==> src/rtl/rx_sync_pkg.sv <==
package rx_sync_pkg;
  typedef enum logic [1:0] {
    ST_LOCKED = 2'b00,
    ST_RELOCK = 2'b01,
    ST_LOST   = 2'b10
  } sync_state_e;
endpackage

==> src/rtl/good_run_counter.sv <==
module good_run_counter #(
  parameter int GOOD_RUN = 4
) (
  input  logic clk,
  input  logic rst,
  input  logic clr,
  input  logic bump,
  output logic last
);
  localparam int CW = (GOOD_RUN > 1) ? $clog2(GOOD_RUN) : 1;
  localparam logic [CW-1:0] TOP = CW'(GOOD_RUN - 1);

  logic [CW-1:0] cnt;

  assign last = (cnt == TOP);

  always_ff @(posedge clk) begin
    if (rst || clr)
      cnt <= '0;
    else if (bump && !last)
      cnt <= cnt + 1'b1;
  end

  // the run count never passes the last step
  assert_count_bound_R5: assert property (@(posedge clk) disable iff (rst)
    cnt <= TOP);
endmodule

==> src/rtl/sync_fsm.sv <==
module sync_fsm
  import rx_sync_pkg::*;
(
  input  logic        clk,
  input  logic        rst,
  input  logic        sym_valid,
  input  logic        sym_bad,
  input  logic        comma_seen,
  input  logic        run_done,
  output sync_state_e state,
  output logic        realign,
  output logic        run_clr,
  output logic        run_bump
);
  sync_state_e nxt;
  logic        good, err, clean_comma;

  assign good        = sym_valid && !sym_bad;
  assign err         = sym_valid && sym_bad;
  assign clean_comma = good && comma_seen;

  always_comb begin
    nxt = state;
    unique case (state)
      ST_LOCKED: if (err) nxt = ST_LOST;
      ST_LOST:   if (clean_comma) nxt = ST_RELOCK;
      ST_RELOCK: begin
        if (err) nxt = ST_LOST;
        else if (good && run_done) nxt = ST_LOCKED;
      end
      default: nxt = ST_LOST;
    endcase
  end

  assign run_clr  = (state != ST_RELOCK);
  assign run_bump = (state == ST_RELOCK) && good;

  always_ff @(posedge clk) begin
    if (rst) begin
      state   <= ST_LOST;
      realign <= 1'b0;
    end else begin
      state   <= nxt;
      realign <= (state == ST_LOST) && (nxt == ST_RELOCK);
    end
  end

  assert_err_drops_lock_R3: assert property (@(posedge clk) disable iff (rst)
    (state == ST_LOCKED && sym_valid && sym_bad) |=> state == ST_LOST);

  assert_lost_needs_comma_R4: assert property (@(posedge clk) disable iff (rst)
    (state == ST_LOST && !(sym_valid && comma_seen && !sym_bad)) |=> state == ST_LOST);

  assert_realign_entry_R7: assert property (@(posedge clk) disable iff (rst)
    realign |-> (state == ST_RELOCK && $past(state) == ST_LOST));

  assert_idle_hold_R8: assert property (@(posedge clk) disable iff (rst)
    !sym_valid |=> $stable(state));
endmodule

==> src/rtl/status_select.sv <==
module status_select
  import rx_sync_pkg::*;
(
  input  logic        clk,
  input  logic        rst,
  input  logic        fsm_mode,
  input  sync_state_e state,
  input  logic        sym_valid,
  input  logic        sym_bad,
  output logic [1:0]  status
);
  assign status = fsm_mode ? 2'(state) : {1'b0, sym_valid & sym_bad};

  assert_lost_code_R2: assert property (@(posedge clk) disable iff (rst)
    (fsm_mode && state == ST_LOST) |-> status == 2'b10);

  assert_bypass_msb_R9: assert property (@(posedge clk) disable iff (rst)
    !fsm_mode |-> status[1] == 1'b0);
endmodule

==> src/rtl/rx_sync_tracker.sv <==
module rx_sync_tracker
  import rx_sync_pkg::*;
#(
  parameter int GOOD_RUN = 4
) (
  input  logic       clk,
  input  logic       rst,
  input  logic       sym_valid,
  input  logic       sym_bad,
  input  logic       comma_seen,
  input  logic       fsm_mode,
  output logic [1:0] sync_status,
  output logic       realign_req
);
  sync_state_e state;
  logic        run_done, run_clr, run_bump;

  sync_fsm u_fsm (
    .clk(clk), .rst(rst), .sym_valid(sym_valid), .sym_bad(sym_bad),
    .comma_seen(comma_seen), .run_done(run_done), .state(state),
    .realign(realign_req), .run_clr(run_clr), .run_bump(run_bump)
  );

  good_run_counter #(.GOOD_RUN(GOOD_RUN)) u_run (
    .clk(clk), .rst(rst), .clr(run_clr), .bump(run_bump), .last(run_done)
  );

  status_select u_sel (
    .clk(clk), .rst(rst), .fsm_mode(fsm_mode), .state(state),
    .sym_valid(sym_valid), .sym_bad(sym_bad), .status(sync_status)
  );
endmodule

==> config.mk <==
export PLATFORM = sky130hd
export DESIGN_NAME = rx_sync_tracker
export DESIGN_NICKNAME = d
export VERILOG_FILES = /design/src/rtl/rx_sync_pkg.sv /design/src/rtl/good_run_counter.sv /design/src/rtl/sync_fsm.sv /design/src/rtl/status_select.sv /design/src/rtl/rx_sync_tracker.sv
export SDC_FILE = /design/constraint.sdc
export NUM_CORES = 1
export LEC_CHECK = 0
export BUFFER_PORTS_ARGS = -buffer_cell sky130_fd_sc_hd__buf_2
export CORE_AREA = 2 2 39 41
export DETAILED_ROUTE_END_ITERATION = 10
export DIE_AREA = 0 0 41 43
export GPL_TIMING_DRIVEN = 0
export SETUP_SLACK_MARGIN = 0.3
export SLEW_MARGIN = 20
export SYNTH_ARGS = -nofsm -noshare
export SYNTH_HDL_FRONTEND = slang
export SYNTH_SLANG_ARGS = --single-unit
==> constraint.sdc <==
create_clock -name clk -period 2.5 [get_ports clk]
set_input_delay 0.125 -clock clk [delete_from_list [all_inputs] [get_ports clk]]
set_output_delay 0.125 -clock clk [all_outputs]
set_load 0.005 [all_outputs]
# ---- Word-level counts from Yosys, hierarchy flattened
# Index checks and enable logic that the tools add are counted.
# W data, S select, Z words.
dict set report totals {
  wordCells 27
  ff_bits 5
  input_bits 6
  output_inout_bits 3
}
dict set report classes {
  reduce_logical 11
  eq_ne 5
  bitwise 1
  muxes 6
  addsub 1
}
# operator n
set op_table {}
lappend op_table {{$mux W2} 5}
lappend op_table {{$logic_and A1 B1 Y1} 7}
lappend op_table {{$pmux W2 S3} 1}
lappend op_table {{$eq A2 B1 Y1 const B} 2}
lappend op_table {{$eq A2 B2 Y1 const B} 2}
lappend op_table {{$add A2 B1 Y2 const B} 1}
lappend op_table {{$logic_not A1 Y1} 2}
lappend op_table {{$logic_not A2 Y1} 1}
lappend op_table {{$ne A2 B1 Y1 const B} 1}
lappend op_table {{$and A1 B1 Y1} 1}
lappend op_table {{$logic_or A1 B1 Y1} 1}

# ---- Depth between registers and ports, before layout
# Gate-level depths: netlist of run 1.
dict set report logic_depth {
  depth_word 8
  mapped_depth 3
  ltp_nobuf 3
}

# ---- Hierarchy
# A second synthesis of run 1 with hierarchy kept.
dict set report unflattened {
  hier_cells 25
  area_unflattened_um2 267.8
}
# mod seq_area_each_um2 n_inst cells_each area_each_um2
set by_module_without_submodules {}
lappend by_module_without_submodules {sync_fsm 60.1 1 13 143.9}
lappend by_module_without_submodules {good_run_counter 40.0 1 8 105.1}
lappend by_module_without_submodules {status_select 0.0 1 4 18.8}

# ---- Worst setup path before layout of run 1
# OpenSTA, ideal clock, no wires.
dict set report synth_path {
  path_kind {register to register}
  startpoint {register u_run.cnt[0]}
  endpoint {register u_run.cnt[0]}
  path_slack_ns 1.452
  t_required_ns 2.430
  stages_incl_launch_ff 4
  path_buffers 0
  period_less_slack_ns 1.048
  setup_time_ns 0.070
  t_arrival_ns 0.978
  path_cell_list {dfxtp_1 > ha_1 > or3_1 > a21boi_1}
}
dict set report synth_between {
  elab_chain_cells 3
  elab_cells_between_ends 4
  classes_between {add/sub: 1; eq/ne: 1; reduce/logical: 2}
}
# element line_no
set synth_lines {}
lappend synth_lines {{start, declared} good_run_counter.sv:13} ;# logic [CW-1:0] cnt;
lappend synth_lines {{start signal, assigned} good_run_counter.sv:21} ;# cnt <= cnt + 1'b1;
lappend synth_lines {{$eq A2 B2 Y1} good_run_counter.sv:15} ;# assign last = (cnt == TOP);
lappend synth_lines {{$logic_not A1 Y1} good_run_counter.sv:20} ;# else if (bump && !last)
lappend synth_lines {{$logic_and A1 B1 Y1} good_run_counter.sv:20}
# Several ways; a longest one is shown, not always the timed one.
# A chain may end at the register's enable or synchronous reset.

# ---- Worst setup path in the final report of run 1
# Ends and elaborated chain as after synthesis.

==> results of run 1 <==
[worst min-delay path: stages]
cell and delay (ps):
buf_2 120, nand2_1 70, a21oi_1 60
[through the flow]
stage / utilization / worst slack, ps / instances / power, W / instance area [um^2]
final: 0.243 / 1380 / 52 / 0.000192 / 337
after global routing: 0.243 / 1300 / 52 / 0.000205 / 337
after CTS: 0.243 / 1380 / 52 / 0.000197 / 337
after detailed placement: 0.224 / 1400 / 48 / 0.000101 / 310
after global placement: 0.224 / 1410 / 48 / 0.000101 / 310
after floorplan: - / 1450 / 24 / 0.0000914 / 250
[logic make-up after synthesis]
family                     after synthesis
DFF                                      5
adders and majority gates                1
and+or+nand+nor                         10
AOI/OAI and AO/OA                        8
[layout make-up]
class | instances | area (um^2) | area share
multi-input cells | 19 | 150 | 0.446
flip-flops and latches | 5 | 100 | 0.297
clock buffers | 4 | 26.3 | 0.0781
well taps | 16 | 20.0 | 0.0595
repair buffers | 8 | 40.0 | 0.119
[worst min path at each step]
stage	start	depth (start not counted)	endpoint
after CTS	sym_bad	3	u_fsm.state[1]$_SDFF_PP1_
after floorplan	sym_bad	2	u_fsm.state[1]$_SDFF_PP1_
final	sym_bad	3	u_fsm.state[1]$_SDFF_PP1_
after global placement	sym_bad	3	u_fsm.state[1]$_SDFF_PP1_
after detailed placement	rst	3	u_fsm.state[1]$_SDFF_PP1_
after global routing	comma_seen	3	u_fsm.realign$_SDFF_PP0_
[state kept, by name (all words and copies together) (netlist names)]
signal,count
u_fsm.state,2
u_run.cnt,2
u_fsm.realign,1
[metal layers]
layer  wire length (um)  part of all wire  track usage
met5                  0                 0            0
met4                  0                 0       0.0400
met3                 33             0.069       0.0628
met2                233              0.49        0.106
met1                209              0.44       0.0677
[power groups by stage]
stage | Sequential (W) | Combinational, W | Clock (W)
final | 0.0000836 | 0.0000154 | 0.0000927
after global routing | 0.0000837 | 0.0000174 | 0.000104
after CTS | 0.0000835 | 0.0000157 | 0.0000974
after detailed placement | 0.0000850 | 0.0000158 | 0
after global placement | 0.0000850 | 0.0000156 | 0
after floorplan | 0.0000847 | 0.00000666 | 0
[placed cells by master (no fill, tap or decap), drive strengths merged]
cell type,instances
a21boi,1
a21o,1
a21oi,1
and2,1
buf,8
clkbuf,4
dfxtp,5
ha,1
nand2,3
nand4bb,2
nor2,1
nor3b,2
o211ai,1
o21ai,3
o31ai,1
or3,1
==> results.toml, run 1 <==
[die]
io_pins = 9
die-width_um = 41
die_y_um = 43
core-area_um2 = 1380
placementRows = 14
start_util = 0.181
dieArea_um2 = 1760

[critical_path]
worstPathArrival_ps = 1290
crit_type = "reg -> reg"
start_kind = "flop"
cp_top_family = "simple AND/OR/NAND/NOR gates"
endpoint_kind = "flop"
crit_slowest_cell = "or3_1"
startpoint = "u_run.cnt[0]$_SDFFE_PP0P_"
max_stage_delay_ps = 350
path_cells = "ha_1, or3_1, a21boi_1"
critPathBufInv = 0
reg2reg_to = "u_run.cnt[0]$_SDFFE_PP0P_"
reg2reg_depth = 3
r2r_start = "u_run.cnt[0]$_SDFFE_PP0P_"
worst-r2r-setup-slack_ps = 1380
path_max_fanout = 5
cp.depth = 3
cp.required_ps = 2670
crit_end = "u_run.cnt[0]$_SDFFE_PP0P_"

[timing]
maxSlewHeadroom = 0.775
hold_viol = 0
worst_pin_slew_ps = 337
final.setup.tns_ps = 0
fin_worst_skew_ps = 1.09
post-route-min-period_ps = 1120
hold_ws_ps = 185
max_freq_mhz = 893
finalSetupViolCount = 0
slew_viol_final = 0
grt_setup_unrepaired = "false"
fin_crit_sh = 0.448

[layout]
area_growth_pct = 34.5
layout-drive-gt1-share = 0.389
nFillCells = 148
nets = 44
antenna_cells = 0

[clock_network]
cts_resized = 0
clk_pin_slew_worst_paths_ps = 40
numCtsBuffers = 3
htreeDepth = 1
cts_setup_buffers = 0
clock_sinks = 5
clkLatencyLatePin_ps = 240
cts_hold_buf = 0
tritoncts = "yes"
cts_root_buf = "clkbuf_4"
cts_buffer_depth = 2

[logic_synthesis]
synth.avg_cell_area_um2 = 10.4
synth-seq-cells = 5
synth_top_family_by_area = "simple AND/OR/NAND/NOR gates"
syn_nets = 31
synth_top_area_frac = 0.400
synth_most_common_cell = "dfxtp_1"
synth_cell_type_count = 16
syn_inst = 24
yosys_warnings = 0
synthFlopType = "dfxtp_1"
yosys.area.top_type = "dfxtp_1"
synth-simple-area-share = 0.350
synth_async_sr_flop_share = 0
synthXorXnorAreaFrac = 0
synthTopCellsByCount = "dfxtp_1 (5), nand2_1 (3), o21ai_0 (3)"
synth.area.top_cells = "dfxtp_1 (40%), nand4bb_4 (11%), o21ai_0 (6.0%)"
synth-seq-area-share = 0.400
synthAdderAreaFrac = 0.0500
synth_compound_area_frac = 0.200
syn_area_um2 = 250
synth-edff-count = 0
synthMuxAreaShare = 0

[routing]
via_count = 223
firstDrtPassIters = 2
vias_per_cell = 4.29
drc = 0
ant_nets = 0
wl_per_cell_um = 9.15
wl_um = 476
initialDrtViolationCount = 2

[power]
clockPowerShare = 0.484
p_per_area_nw_per_um2 = 570
seqPwrFrac = 0.436
ir_worst_vdd_mv = 0.227
power_frac_comb = 0.080
switching_share = 0.211
p_switching_w = 0.0000405
p_leak_nw = 0.140
internal_power_w = 0.000151

[worst_hold_path]
worstHoldPathType = "in -> reg"

[global_route]
antenna_found_initial = 0
first_global_vias = 214
grt_max_degree = 6
grt_pass1_wl_um = 814
grt_usage = 0.0734
overflow = 0

[placed_design]
port_buffers = 8
gp_congestion = 0.594

[run]
drv_cap = 0

[run_status]
outcome = "finished, final reports clean"
Note: power is estimated with default switching activity, not from simulation.
==> run 2, diff against run 1 <==
==> constraint.sdc (replaced) <==
create_clock -name clk -period 1.06 [get_ports clk]
set_input_delay 0.053 -clock clk [delete_from_list [all_inputs] [get_ports clk]]
set_output_delay 0.053 -clock clk [all_outputs]
set_load 0.005 [all_outputs]
==> run 2 against run 1 <==
  * Global-route usage rose by 0.62 points
  * Clock-buffer cell count did not move
  * Final area rose by 12%
  * Core utilization rose by 2.8 points
  * Final cell count rose by 1.9%
  * Critical path depth did not move
  * Power rose by 140%
  * First-iteration DRC count fell by 100%
  * Critical endpoint unchanged
==> results.toml, run 2 (same netlist as run 1, synthesis figures left out) <==
[timing]
worst_pin_slew_ps = 217
maxSlewHeadroom = 0.854
slew_viol_final = 0
hold_viol = 0
fin_crit_sh = 0.991
fin_worst_skew_ps = 1.08
grt_setup_unrepaired = "true"
max_freq_mhz = 952
post-route-min-period_ps = 1050
finalSetupViolCount = 0

[layout]
design_area_um2 = 375
antenna_cells = 0
layout-drive-gt1-share = 0.541
mostFrequentLayoutCell = "buf_2"
final_cell_mix = "buf_2 (8), clkbuf_4 (3), dfxtp_1 (3)"
fin_cells = 53
area_growth_pct = 50.0
nFillCells = 148
top_regs = "u_fsm.state: 2 flops, u_run.cnt: 2 flops, u_fsm.realign: 1 flops"
nets = 45

[die]
dieArea_um2 = 1760
die-width_um = 41
io_pins = 9
core-area_um2 = 1380
placementRows = 14
start_util = 0.181
die_y_um = 43

[routing]
drc = 0
wl_um = 499
initialDrtViolationCount = 0
vias_per_cell = 4.34
ant_nets = 0
via_count = 230
wl_per_cell_um = 9.42
firstDrtPassIters = 1

[global_route]
grt_max_degree = 6
antenna_found_initial = 0
grt_busiest_layer = "met1"
grt_pass1_wl_um = 862
first_global_vias = 213
grt_usage = 0.0796
grtUsageMet1 = 0.0909
grtUsageMet3 = 0.0681
overflow = 0
use_met2 = 0.0906

[critical_path]
endpoint_kind = "flop"
path_max_fanout = 5
reg2reg_depth = 3
cp.required_ps = 1240
worstPathArrival_ps = 1230
startpoint = "u_fsm.state[1]$_SDFF_PP1_"
worst-r2r-setup-slack_ps = 10
crit_type = "reg -> reg"
start_kind = "flop"
r2r_start = "u_fsm.state[1]$_SDFF_PP1_"

[placed_design]
gp_congestion = 0.693
dp.cells = 48
port_buffers = 8
placed_area_um2 = 319
dpl.hpwl_um = 357

[clock_network]
cts_buffer_depth = 2
clk_pin_slew_worst_paths_ps = 40
tritoncts = "yes"
clock_sinks = 5
clkLatencyLatePin_ps = 240
cts_hold_buf = 0
numCtsBuffers = 3
htreeDepth = 1
cts_root_buf = "clkbuf_4"

[power]
power_frac_comb = 0.086
switching_share = 0.220
internal_power_w = 0.000357
p_per_area_nw_per_um2 = 1220
clockPowerShare = 0.483
seqPwrFrac = 0.431
p_leak_nw = 0.156
ir_worst_vdd_mv = 0.505
p_switching_w = 0.000100

[run_status]
outcome = "finished, final reports clean"

[worst_hold_path]
min_from = "sym_bad"
min_path_cells = 3
worstHoldPathType = "in -> reg"

[run]
drv_cap = 0
## run 2: final timing paths
path	endpoint
max	u_run.cnt[0]$_SDFFE_PP0P_
min	u_fsm.state[1]$_SDFF_PP1_
max reg2reg	u_run.cnt[0]$_SDFFE_PP0P_
min reg2reg	u_fsm.realign$_SDFF_PP0_
## run 2: worst max-delay path, stage by stage, from the launching register on
cell	delay [ps]
dfxtp_2	340
nand4bb_4	210
or3_1	320
a21boi_1	120
## run 2: routing by layer
| layer | share of wire | vias to the layer above |
|---|---|---|
| met5 | 0 | - |
| li1 | - | 115 |
| met1 | 0.44 | 102 |
| met2 | 0.45 | 11 |
| met4 | 0.012 | 0 |
| met3 | 0.096 | 2 |
## run 2: area by class of cell
class | count | area [um^2] | share of cell area
clock buffer | 4 | 26.3 | 0.0700
multi-input combinational | 19 | 176 | 0.470
sequential | 5 | 105 | 0.280
tap | 16 | 20.0 | 0.0533
timing repair buffer | 9 | 47.5 | 0.127
## run 2: through the flow
step	TNS, ps	hold WS, ps	worst slack [ps]	utilization	total power, W
global placement	-3.95	351	-3.95	0.231	0.000238
CTS	0	104	4.34	0.264	0.000468
floorplan	0	189	71.1	-	0.000217
detailed placement	-51.7	355	-44.6	0.231	0.000238
finish	0	108	9.73	0.271	0.000457
global route	-45.1	131	-45.1	0.271	0.000483
## run 2: power groups by stage
stage	combinational [W]	sequential [W]	clock [W]
after floorplan	0.0000163	0.000200	0
after global placement	0.0000369	0.000201	0
after detailed placement	0.0000372	0.000201	0
after CTS	0.0000390	0.000197	0.000232
after global routing	0.0000439	0.000197	0.000242
final	0.0000392	0.000197	0.000221
## run 2: what timing repair did
item,CTS,global route
gates resized for setup,5,1
endpoints found under the hold margin,0,0
setup endpoints to repair,6,7
setup buffers,0,1
==> run 3, diff against run 2 <==
--- a/config.mk
+++ b/config.mk
@@ -5,7 +5,7 @@
 export SDC_FILE = /design/constraint.sdc
 export NUM_CORES = 1
 export LEC_CHECK = 0
-export BUFFER_PORTS_ARGS = -buffer_cell sky130_fd_sc_hd__buf_2
+export BUFFER_PORTS_ARGS = -buffer_cell sky130_fd_sc_hd__buf_4
 export CORE_AREA = 2 2 39 41
 export DETAILED_ROUTE_END_ITERATION = 10
 export DIE_AREA = 0 0 41 43
==> run 3 against run 2 <==
  * Routed wire length is 12% higher
  * Clock skew is 4.7 ps higher
  * Via count is 1.3% higher
  * Core utilization is 1.8 points higher
  * Clock-buffer cell count stayed put
  * Final cell count stayed put
  * Sequential share of layout area is 1.4 points lower
  * Worst setup slack worse by 8.5 ps
  * Sequential power hardly changed
  * Non-clock buffer count stayed put
  * First-iteration DRC count is 6 higher
  * Maximum frequency is 0.81% lower
  * Largest power group unchanged
==> results.toml, run 3 (same netlist as run 1, synthesis figures left out) <==
[routing]
vias_per_cell = 4.40
wl_um = 557
firstDrtPassIters = 2
ant_nets = 0
via_count = 233
initialDrtViolationCount = 6
wl_per_cell_um = 10.5
drc = 0

[timing]
setup_ws_ps = 1.20
post-route-min-period_ps = 1060
maxSlewHeadroom = 0.858
slew_viol_final = 0
final.setup.tns_ps = 0
hold_viol = 0
max_freq_mhz = 944
fin_worst_skew_ps = 5.79
fin_crit_sh = 0.999
finalSetupViolCount = 0
worst_pin_slew_ps = 212
grt_setup_unrepaired = "true"

[critical_path]
path_cells = "nand4bb_4, or3_1, a21boi_1"
worstPathArrival_ps = 1230
crit_type = "reg -> reg"
path_max_fanout = 5
endpoint_kind = "flop"
start_kind = "flop"
max_stage_delay_ps = 350
crit_slowest_cell = "dfxtp_2"
cp.required_ps = 1240

[worst_hold_path]
worstHoldPathType = "in -> reg"

[global_route]
antenna_found_initial = 0
first_global_vias = 246
overflow = 0
grt_usage = 0.0905
grt_pass1_wl_mm = 1.04
grt_max_degree = 6

[run]
drv_cap = 0

[clock_network]
clock_sinks = 5
numCtsBuffers = 3
htreeDepth = 1
clkLatencyLatePin_ps = 250
cts_buffer_depth = 2
tritoncts = "yes"
cts_root_buf = "clkbuf_4"
clk_pin_slew_worst_paths_ps = 50

[power]
p_per_area_nw_per_um2 = 1190
ir_worst_vdd_mv = 0.550
p_leak_nw = 0.163

[layout]
area_growth_pct = 60.0
fin_util = 0.289
mostFrequentLayoutCell = "buf_4"
top_regs = "u_fsm.state: 2 flops, u_run.cnt: 2 flops, u_fsm.realign: 1 flops"
layout-drive-gt1-share = 0.595
nets = 45
fin_cells = 53
antenna_cells = 0
design_area_um2 = 400
final_cell_mix = "buf_4 (9), clkbuf_4 (3)"

[die]
core-area_um2 = 1380
io_pins = 9
start_util = 0.181
die_y_um = 43
placementRows = 14
dieArea_um2 = 1760
die-width_um = 41

[placed_design]
pre_cts_ws_ps = -15.7
placed_area_um2 = 339
port_buffers = 8
dpl.hpwl_um = 359
dp.cells = 48
gp_congestion = 0.692

[run_status]
outcome = "finished, final reports clean"
[run 3: cell type report]
class                           instances  area, um^2
Clock buffer                            4        26.3
Fill cell                             155         983
Multi-Input combinational cell         19         180
Sequential cell                         5         106
Tap cell                               16        20.0
Timing Repair Buffer                    9        67.6
[run 3: power by group]
part / internal, W / switching [W] / leakage (nW) / total (W)
combinational: 0.0000327 / 0.0000190 / 0.107 / 0.0000517
sequential: 0.000191 / 0.00000543 / 0.0414 / 0.000197
clock: 0.000143 / 0.0000863 / 0.0150 / 0.000229
total: 0.000367 / 0.000111 / 0.163 / 0.000478
[run 3: per-layer routing]
layer	part of all wire	GRT usage	vias up
li1	-	-	116
met5	0	0	-
met2	0.51	0.141	11
met4	0	0.0200	0
met1	0.40	0.0935	106
met3	0.097	0.0681	0
[run 3: path summary, 6_finish.rpt]
kind	endpoint	from	cells after the start	slack, ps
setup / recovery	u_run.cnt[0]$_SDFFE_PP0P_	u_fsm.state[1]$_SDFF_PP1_	3	1
hold / removal	u_fsm.state[1]$_SDFF_PP1_	rst	3	110
setup reg to reg	u_run.cnt[0]$_SDFFE_PP0P_	u_fsm.state[1]$_SDFF_PP1_	3	1
hold reg to reg	u_run.cnt[1]$_SDFFE_PP0P_	u_run.cnt[1]$_SDFFE_PP0P_	2	510
[run 3: worst max-delay path, delay by kind of cell (launching register included)]
family          cells  cell delay (ps)
simple gates        2              530
flops               1              350
compound gates      1              110
[run 3: metrics by stage]
stage / hold WS, ps / total power (W)
final: 107 / 0.000478
after detailed placement: 343 / 0.000247
after global routing: 131 / 0.000508
after floorplan: 189 / 0.000217
after global placement: 352 / 0.000247
after CTS: 103 / 0.000474
[run 3: repair_timing]
action | in CTS | in global routing
endpoints found under the hold margin | 0 | 0
setup endpoints to repair | 6 | 7
resized for setup | 6 | 2
buffers inserted | 0 | 1
hold buffers | 0 | 0
